File: src/rtl/dram_rfsh_pkg.sv
package dram_rfsh_pkg;

  // Sequencer phases: start-up wait, bus idle, CAS setup, RAS low, precharge
  typedef enum logic [2:0] {
    SQ_WAIT = 3'd0,
    SQ_IDLE = 3'd1,
    SQ_CSET = 3'd2,
    SQ_RLOW = 3'd3,
    SQ_PRCH = 3'd4
  } sq_state_e;

endpackage

File: src/rtl/dram_rfsh_tick.sv
// Interval timer: one tick every INTERVAL_CYC clocks while enabled.
module dram_rfsh_tick #(
  parameter int INTERVAL_CYC = 1950
) (
  input  logic clk,
  input  logic rst_n,
  input  logic en,
  output logic tick
);
  localparam int W = (INTERVAL_CYC > 1) ? $clog2(INTERVAL_CYC) : 1;
  localparam logic [W-1:0] LOAD = W'(INTERVAL_CYC - 1);

  logic [W-1:0] cnt_q, cnt_d;

  always_comb begin
    tick  = en && (cnt_q == '0);
    cnt_d = cnt_q;
    if (!en || tick) cnt_d = LOAD;
    else             cnt_d = cnt_q - W'(1);
  end

  always_ff @(posedge clk or negedge rst_n) begin
    if (!rst_n) cnt_q <= LOAD;
    else        cnt_q <= cnt_d;
  end
endmodule

File: src/rtl/dram_rfsh_backlog.sv
// Saturating count of refreshes owed.
module dram_rfsh_backlog #(
  parameter int MAX_PEND = 8,
  localparam int PW = $clog2(MAX_PEND + 1)
) (
  input  logic          clk,
  input  logic          rst_n,
  input  logic          tick,
  input  logic          take,
  output logic [PW-1:0] pend,
  output logic          pend_nz,
  output logic          pend_full
);
  localparam logic [PW-1:0] PMAX = PW'(MAX_PEND);

  logic [PW-1:0] pend_q, pend_d;
  logic          upd_en;

  always_comb begin
    upd_en = tick ^ take;
    pend_d = pend_q;
    if (tick && !take && pend_q != PMAX) pend_d = pend_q + PW'(1);
    else if (take && !tick)              pend_d = pend_q - PW'(1);
  end

  always_ff @(posedge clk or negedge rst_n) begin
    if (!rst_n)      pend_q <= '0;
    else if (upd_en) pend_q <= pend_d;
  end

  assign pend      = pend_q;
  assign pend_nz   = (pend_q != '0);
  assign pend_full = (pend_q == PMAX);
endmodule

File: src/rtl/dram_rfsh_seq.sv
// Phase sequencer: start-up wait, warm-up cycles, CAS-before-RAS cycles, bus arbitration.
module dram_rfsh_seq
  import dram_rfsh_pkg::*;
#(
  parameter int STARTUP_CYC = 25000,
  parameter int INIT_CYC    = 8,
  parameter int CSR_CYC     = 2,
  parameter int CHR_CYC     = 2,
  parameter int RAS_CYC     = 8,
  parameter int RP_CYC      = 6
) (
  input  logic clk,
  input  logic rst_n,
  input  logic acc_req,
  input  logic pend_nz,
  input  logic pend_full,
  output logic take,
  output logic acc_gnt,
  output logic ready,
  output logic drv_en,
  output logic ras_n,
  output logic cas_n
);
  localparam int M1 = (STARTUP_CYC > RAS_CYC) ? STARTUP_CYC : RAS_CYC;
  localparam int M2 = (M1 > CSR_CYC) ? M1 : CSR_CYC;
  localparam int M3 = (M2 > RP_CYC) ? M2 : RP_CYC;
  localparam int TW = $clog2(M3 + 1);
  localparam int IW = (INIT_CYC > 1) ? $clog2(INIT_CYC) : 1;

  localparam logic [TW-1:0] L_START = TW'(STARTUP_CYC - 1);
  localparam logic [TW-1:0] L_CSR   = TW'(CSR_CYC - 1);
  localparam logic [TW-1:0] L_RAS   = TW'(RAS_CYC - 1);
  localparam logic [TW-1:0] L_RP    = TW'(RP_CYC - 1);
  localparam logic [TW-1:0] CHR_LO  = TW'(RAS_CYC - CHR_CYC);
  localparam logic [IW-1:0] I_LAST  = IW'(INIT_CYC - 1);

  sq_state_e     state_q, state_d;
  logic [TW-1:0] cnt_q, cnt_d;
  logic [IW-1:0] init_q, init_d;
  logic          ready_q, ready_d;
  logic          done;

  always_comb begin
    state_d = state_q;
    cnt_d   = cnt_q;
    init_d  = init_q;
    ready_d = ready_q;
    done    = (cnt_q == '0);
    take    = (state_q == SQ_IDLE) && pend_nz && (!acc_req || pend_full);
    case (state_q)
      SQ_WAIT: begin
        if (done) begin state_d = SQ_CSET; cnt_d = L_CSR; end
        else      cnt_d = cnt_q - TW'(1);
      end
      SQ_IDLE: begin
        if (take) begin state_d = SQ_CSET; cnt_d = L_CSR; end
      end
      SQ_CSET: begin
        if (done) begin state_d = SQ_RLOW; cnt_d = L_RAS; end
        else      cnt_d = cnt_q - TW'(1);
      end
      SQ_RLOW: begin
        if (done) begin state_d = SQ_PRCH; cnt_d = L_RP; end
        else      cnt_d = cnt_q - TW'(1);
      end
      SQ_PRCH: begin
        if (!done) begin
          cnt_d = cnt_q - TW'(1);
        end else if (ready_q) begin
          state_d = SQ_IDLE;
        end else if (init_q == I_LAST) begin
          ready_d = 1'b1;
          state_d = SQ_IDLE;
        end else begin
          init_d  = init_q + IW'(1);
          state_d = SQ_CSET;
          cnt_d   = L_CSR;
        end
      end
      default: state_d = SQ_WAIT;
    endcase
  end

  always_ff @(posedge clk or negedge rst_n) begin
    if (!rst_n) begin
      state_q <= SQ_WAIT;
      cnt_q   <= L_START;
      init_q  <= '0;
      ready_q <= 1'b0;
    end else begin
      state_q <= state_d;
      cnt_q   <= cnt_d;
      init_q  <= init_d;
      ready_q <= ready_d;
    end
  end

  assign ready   = ready_q;
  assign drv_en  = (state_q == SQ_CSET) || (state_q == SQ_RLOW) || (state_q == SQ_PRCH);
  assign ras_n   = (state_q != SQ_RLOW);
  assign cas_n   = !((state_q == SQ_CSET) || ((state_q == SQ_RLOW) && (cnt_q >= CHR_LO)));
  assign acc_gnt = (state_q == SQ_IDLE) && acc_req && !take;
endmodule

File: src/rtl/dram_rfsh_ctl.sv
// Top: DRAM start-up and refresh sequencer with bus arbitration.
module dram_rfsh_ctl #(
  parameter int STARTUP_CYC      = 25000,
  parameter int INIT_CYC         = 8,
  parameter int REF_INTERVAL_CYC = 1950,
  parameter int MAX_PEND         = 8,
  parameter int CSR_CYC          = 2,
  parameter int CHR_CYC          = 2,
  parameter int RAS_CYC          = 8,
  parameter int RP_CYC           = 6
) (
  input  logic clk,
  input  logic rst_n,
  input  logic acc_req,
  output logic acc_gnt,
  output logic ready,
  output logic drv_en,
  output logic ras_n,
  output logic cas_n
);
  localparam int PW = $clog2(MAX_PEND + 1);

  logic          tick;
  logic          take;
  logic          pend_nz;
  logic          pend_full;
  logic [PW-1:0] pend_cnt;

  dram_rfsh_tick #(
    .INTERVAL_CYC(REF_INTERVAL_CYC)
  ) u_tick (
    .clk  (clk),
    .rst_n(rst_n),
    .en   (ready),
    .tick (tick)
  );

  dram_rfsh_backlog #(
    .MAX_PEND(MAX_PEND)
  ) u_backlog (
    .clk      (clk),
    .rst_n    (rst_n),
    .tick     (tick),
    .take     (take),
    .pend     (pend_cnt),
    .pend_nz  (pend_nz),
    .pend_full(pend_full)
  );

  dram_rfsh_seq #(
    .STARTUP_CYC(STARTUP_CYC),
    .INIT_CYC   (INIT_CYC),
    .CSR_CYC    (CSR_CYC),
    .CHR_CYC    (CHR_CYC),
    .RAS_CYC    (RAS_CYC),
    .RP_CYC     (RP_CYC)
  ) u_seq (
    .clk      (clk),
    .rst_n    (rst_n),
    .acc_req  (acc_req),
    .pend_nz  (pend_nz),
    .pend_full(pend_full),
    .take     (take),
    .acc_gnt  (acc_gnt),
    .ready    (ready),
    .drv_en   (drv_en),
    .ras_n    (ras_n),
    .cas_n    (cas_n)
  );
endmodule

File: config.mk
export PLATFORM = sky130hd
export DESIGN_NAME = dram_rfsh_ctl
export DESIGN_NICKNAME = d
export VERILOG_FILES = /design/src/rtl/dram_rfsh_pkg.sv /design/src/rtl/dram_rfsh_tick.sv /design/src/rtl/dram_rfsh_backlog.sv /design/src/rtl/dram_rfsh_seq.sv /design/src/rtl/dram_rfsh_ctl.sv
export SDC_FILE = /design/constraint.sdc
export NUM_CORES = 1
export LEC_CHECK = 0
export BUFFER_PORTS_ARGS = -buffer_cell sky130_fd_sc_hd__buf_4
export CAP_MARGIN = 20
export CORE_ASPECT_RATIO = 1.1
export CORE_MARGIN = 8
export CORE_UTILIZATION = 55
export CTS_CLUSTER_SIZE = 24
export DETAILED_ROUTE_END_ITERATION = 7
export PLACE_DENSITY = 0.72
export SLEW_MARGIN = 20
export SYNTH_ARGS = -nofsm -noshare
export SYNTH_HDL_FRONTEND = slang
export SYNTH_HIERARCHICAL = 1
export SYNTH_SLANG_ARGS = --single-unit
File: constraint.sdc
create_clock -name clk -period 3.7 [get_ports clk]
set_clock_uncertainty 0.05 [all_clocks]
set_input_delay 0.74 -clock clk [delete_from_list [all_inputs] [get_ports clk]]
set_output_delay 0.74 -clock clk [all_outputs]
set_load 0.05 [all_outputs]
==> metrics.csv <==
stage,metric,value,unit
finish,layout cells sized above 1,0.212,
sta,fmax,0.313,GHz
setup_path,Critical Path Source,u_tick/cnt_q[1],
power_and_ir_drop,sw power,0.146,mW
sta,Hold WS,0.356,ns
place,Inst Count DP,283,
global_route,largest net degree at the start of global routing,38,
power_and_ir_drop,clock group share of total power,0.446,
clock_network,Root Buffer,clkbuf_8,
place,GP Congestion,0.768,
setup_path,cells on worst reg2reg path,11,
sta,Slew HR,0.565,
place,DP Area,2420,um2
place,hpwl dp,3080,um
synth,Synth Instances,230,
drt,1st-iter DRT viols,129,
synth,"Seq/Total Area, Yosys",0.403,
die,die height,84.5,um
setup_path,WP depth,11,
place,pre-CTS setup slack,0.537,ns
drt,routed wire length,4270,um
drt,drt via density,6.04,
die,die width,78.3,um
setup_path,"delay-heaviest family, CP",simple AND/OR/NAND/NOR gates,
finish,# diodes,0,
finish,final core area utilization,0.601,
global_route,initial antenna violation count,0,
synth,Synth top area share,0.224,
global_route,total track usage,0.137,
synth,Post-synth top cells,"dfrtp_1 (21), dfstp_2 (16), nand2_1 (16)",
die,Initial Utilization,0.560,
synth,Syn Nets,243,
sta,Final setup viols,0,
clock_network,CTS tree,built,
clock_network,Clock Latency Late Sink,0.28,ns
power_and_ir_drop,Leak,1.06,nW
finish,final instance count without filler cells,290,
die,I/O pin count,8,
synth,ys flop type,dfrtp_1,
sta,"Period Utilization, post-route",0.862,
synth,"FF+latch count, synth",37,
synth,async set-or-reset flop fraction in the synthesized netlist,1.00,
finish,fin nets,249,
setup_path,Crit. End Element,register,
clock_network,setup repair bufs after CTS,0,
power_and_ir_drop,Int Pwr,0.603,mW
clock_network,clk sink count,37,
sta,Worst-Margin Slew,0.644,ns
drt,routed length per instance,14.7,um
clock_network,Post-CTS Hold Fix Bufs,0,
synth,top post-synthesis cells by area,"dfrtp_1 (22%), dfstp_2 (18%), ha_1 (4.8%)",
setup_path,max incr delay on CP,0.64,ns
power_and_ir_drop,"Power, Total",0.749,mW
setup_path,worst path required time,3.86,ns
power_and_ir_drop,power share of the sequential group,0.541,
finish,P&R area growth vs syn,7.35,%
run,maxcap violations,0,
global_route,first-pass GRT wire length,7460,um
power_and_ir_drop,VDD IR max,0.202,mV
synth,syn_area_per_cell,10.2,um2
power_and_ir_drop,PwrDens,297,nW/um2
setup_path,worst path bufs/invs,1,
setup_path,element type at the critical path start,register,
sta,Fin Setup TNS,0,ns
synth,number of flops mapped to enable cells by yosys,0,
place,PortBufs,7,
drt,Initial DRT Pass Iterations,4,
sta,Tmin final,3.19,ns
clock_network,H-tree Lvls,2,
synth,most frequent cell after synthesis,dfrtp_1,
sta,RSZ-0062 raised after global routing,false,
synth,"area leader, netlist",dfrtp_1,
setup_path,maximum net fanout on the critical path,7,
synth,synthesized cell area,2350,um2
die,DIE AREA,6620,um2
global_route,GRT Residual Overflow,0,
setup_path,flop2flop setup slack,0.51,ns
setup_path,CP endpoint,u_backlog/pend[3],
sta,Slew Limit Fails,0,
setup_path,Worst Path Arrival,3.35,ns
synth,Yosys cell types,55,
sta,setup slack after layout,0.510,ns
setup_path,crit-path cells,inv_1 > ha_1 > or4b_2 > nor4_1 > ha_1 > nand2b_4 > ha_1 > a21oi_1 > a2111oi_0 > a31oi_1 > nand4b_1,
synth,Yosys warnings,6,
run_status,status,"finished, final reports clean",
die,core area,4190,um2
setup_path,FF-to-FF Start,u_tick/cnt_q[1],
clock_network,CTS max path bufs,2,
drt,vias,1753,
die,# rows,25,
power_and_ir_drop,switch share,0.195,
setup_path,reg-to-reg endpoint,u_backlog/pend[3],
setup_path,CP max-delay cell,or4b_2,
global_route,vias in the first global route,1629,
power_and_ir_drop,Combinational Power Share,0.013,
clock_network,"Reg clk slew, reported paths",0.07,ns
min_path,HP Class,input port to asynchronous set/reset pin,
setup_path,cell with the most instances on the worst path,ha_1,
clock_network,post-CTS resize count,0,
setup_path,start-to-end type of the worst setup path,register to register,
finish,Layout Cell Area excl Fill,2520,um2
clock_network,TritonCTS buffer count,5,
sta,Hold Fails Final Rpt,0,
drt,Detail Route Antenna Nets,0,
drt,# DRC,0,
## layout by cell type (no fill, tap or decap), drive strengths merged, types with 5 or more instances in the layout
master / instances
mux2: 5
buf: 7
nand4: 6
o21ai: 13
nor2: 13
o31ai: 5
a21oi: 14
inv: 13
ha: 9
dfrtp: 21
dfstp: 16
nand2b: 5
or3: 7
nand3: 14
nand2: 16
xor2: 10
nor4: 5
or4: 8
clkbuf: 5
nor3: 6
## flip-flops by register name, indices dropped and copies added (netlist names)
| name | cells |
|---|---|
| u_seq/state_q | 3 |
| u_backlog/pend | 4 |
| u_seq/cnt_q | 15 |
| u_seq/ready | 1 |
| u_seq/init_q | 3 |
| u_tick/cnt_q | 11 |
## power by group through the flow
stage	Clock [mW]	Combinational, mW	Sequential (mW)
final	0.334	0.00939	0.405
after CTS	0.346	0.0103	0.405
after detailed placement	0	0.0103	0.412
after floorplan	0	0.000364	0.412
after global placement	0	0.0103	0.412
after global routing	0.361	0.0115	0.405
## worst reg2reg max path: stages, from the launching register on
cell,delay (ns)
dfrtp_1,0.39
inv_1,0.06
ha_1,0.17
or4b_2,0.64
nor4_1,0.36
ha_1,0.28
nand2b_4,0.10
ha_1,0.34
a21oi_1,0.11
a2111oi_0,0.44
a31oi_1,0.08
nand4b_1,0.10
## kinds of logic after synthesis
family,synth area share
AND/OR/NAND/NOR,0.278
AO/OA/AOI/OAI,0.156
flip-flops,0.403
buffers and inverters,0.0426
XOR/XNOR,0.0410
adder cells (fa/ha/maj),0.0565
multiplexers,0.0240
## worst min-delay path by stage
stage	endpoint	from	slack, ns	depth (start not counted)
5_1_grt	u_tick/cnt_q[5]	rst_n	0.39	1
6_report	u_tick/cnt_q[6]	rst_n	0.36	1
3_3_place_gp	u_tick/cnt_q[0]	u_tick/cnt_q[0]	0.39	1
4_1_cts	u_tick/cnt_q[5]	rst_n	0.37	1
3_5_place_dp	u_tick/cnt_q[0]	u_tick/cnt_q[0]	0.40	1
2_1_floorplan	u_tick/cnt_q[0]	u_tick/cnt_q[0]	0.38	1
## routing by layer
layer	global-route usage	share of wire
met4	0.0371	0.0056
met1	0.170	0.46
met2	0.227	0.50
met3	0.0363	0.032
met5	0	0
## layout make-up
type / count / area, um2
fill: 383 / 1670
clock inverter: 2 / 35.0
inverter: 13 / 48.8
clock buffer: 5 / 68.8
timing repair buffer: 7 / 52.6
tap: 54 / 67.6
multi-input combinational: 172 / 1300
sequential: 37 / 946
No activity file was read; power rests on OpenSTA's default activity.
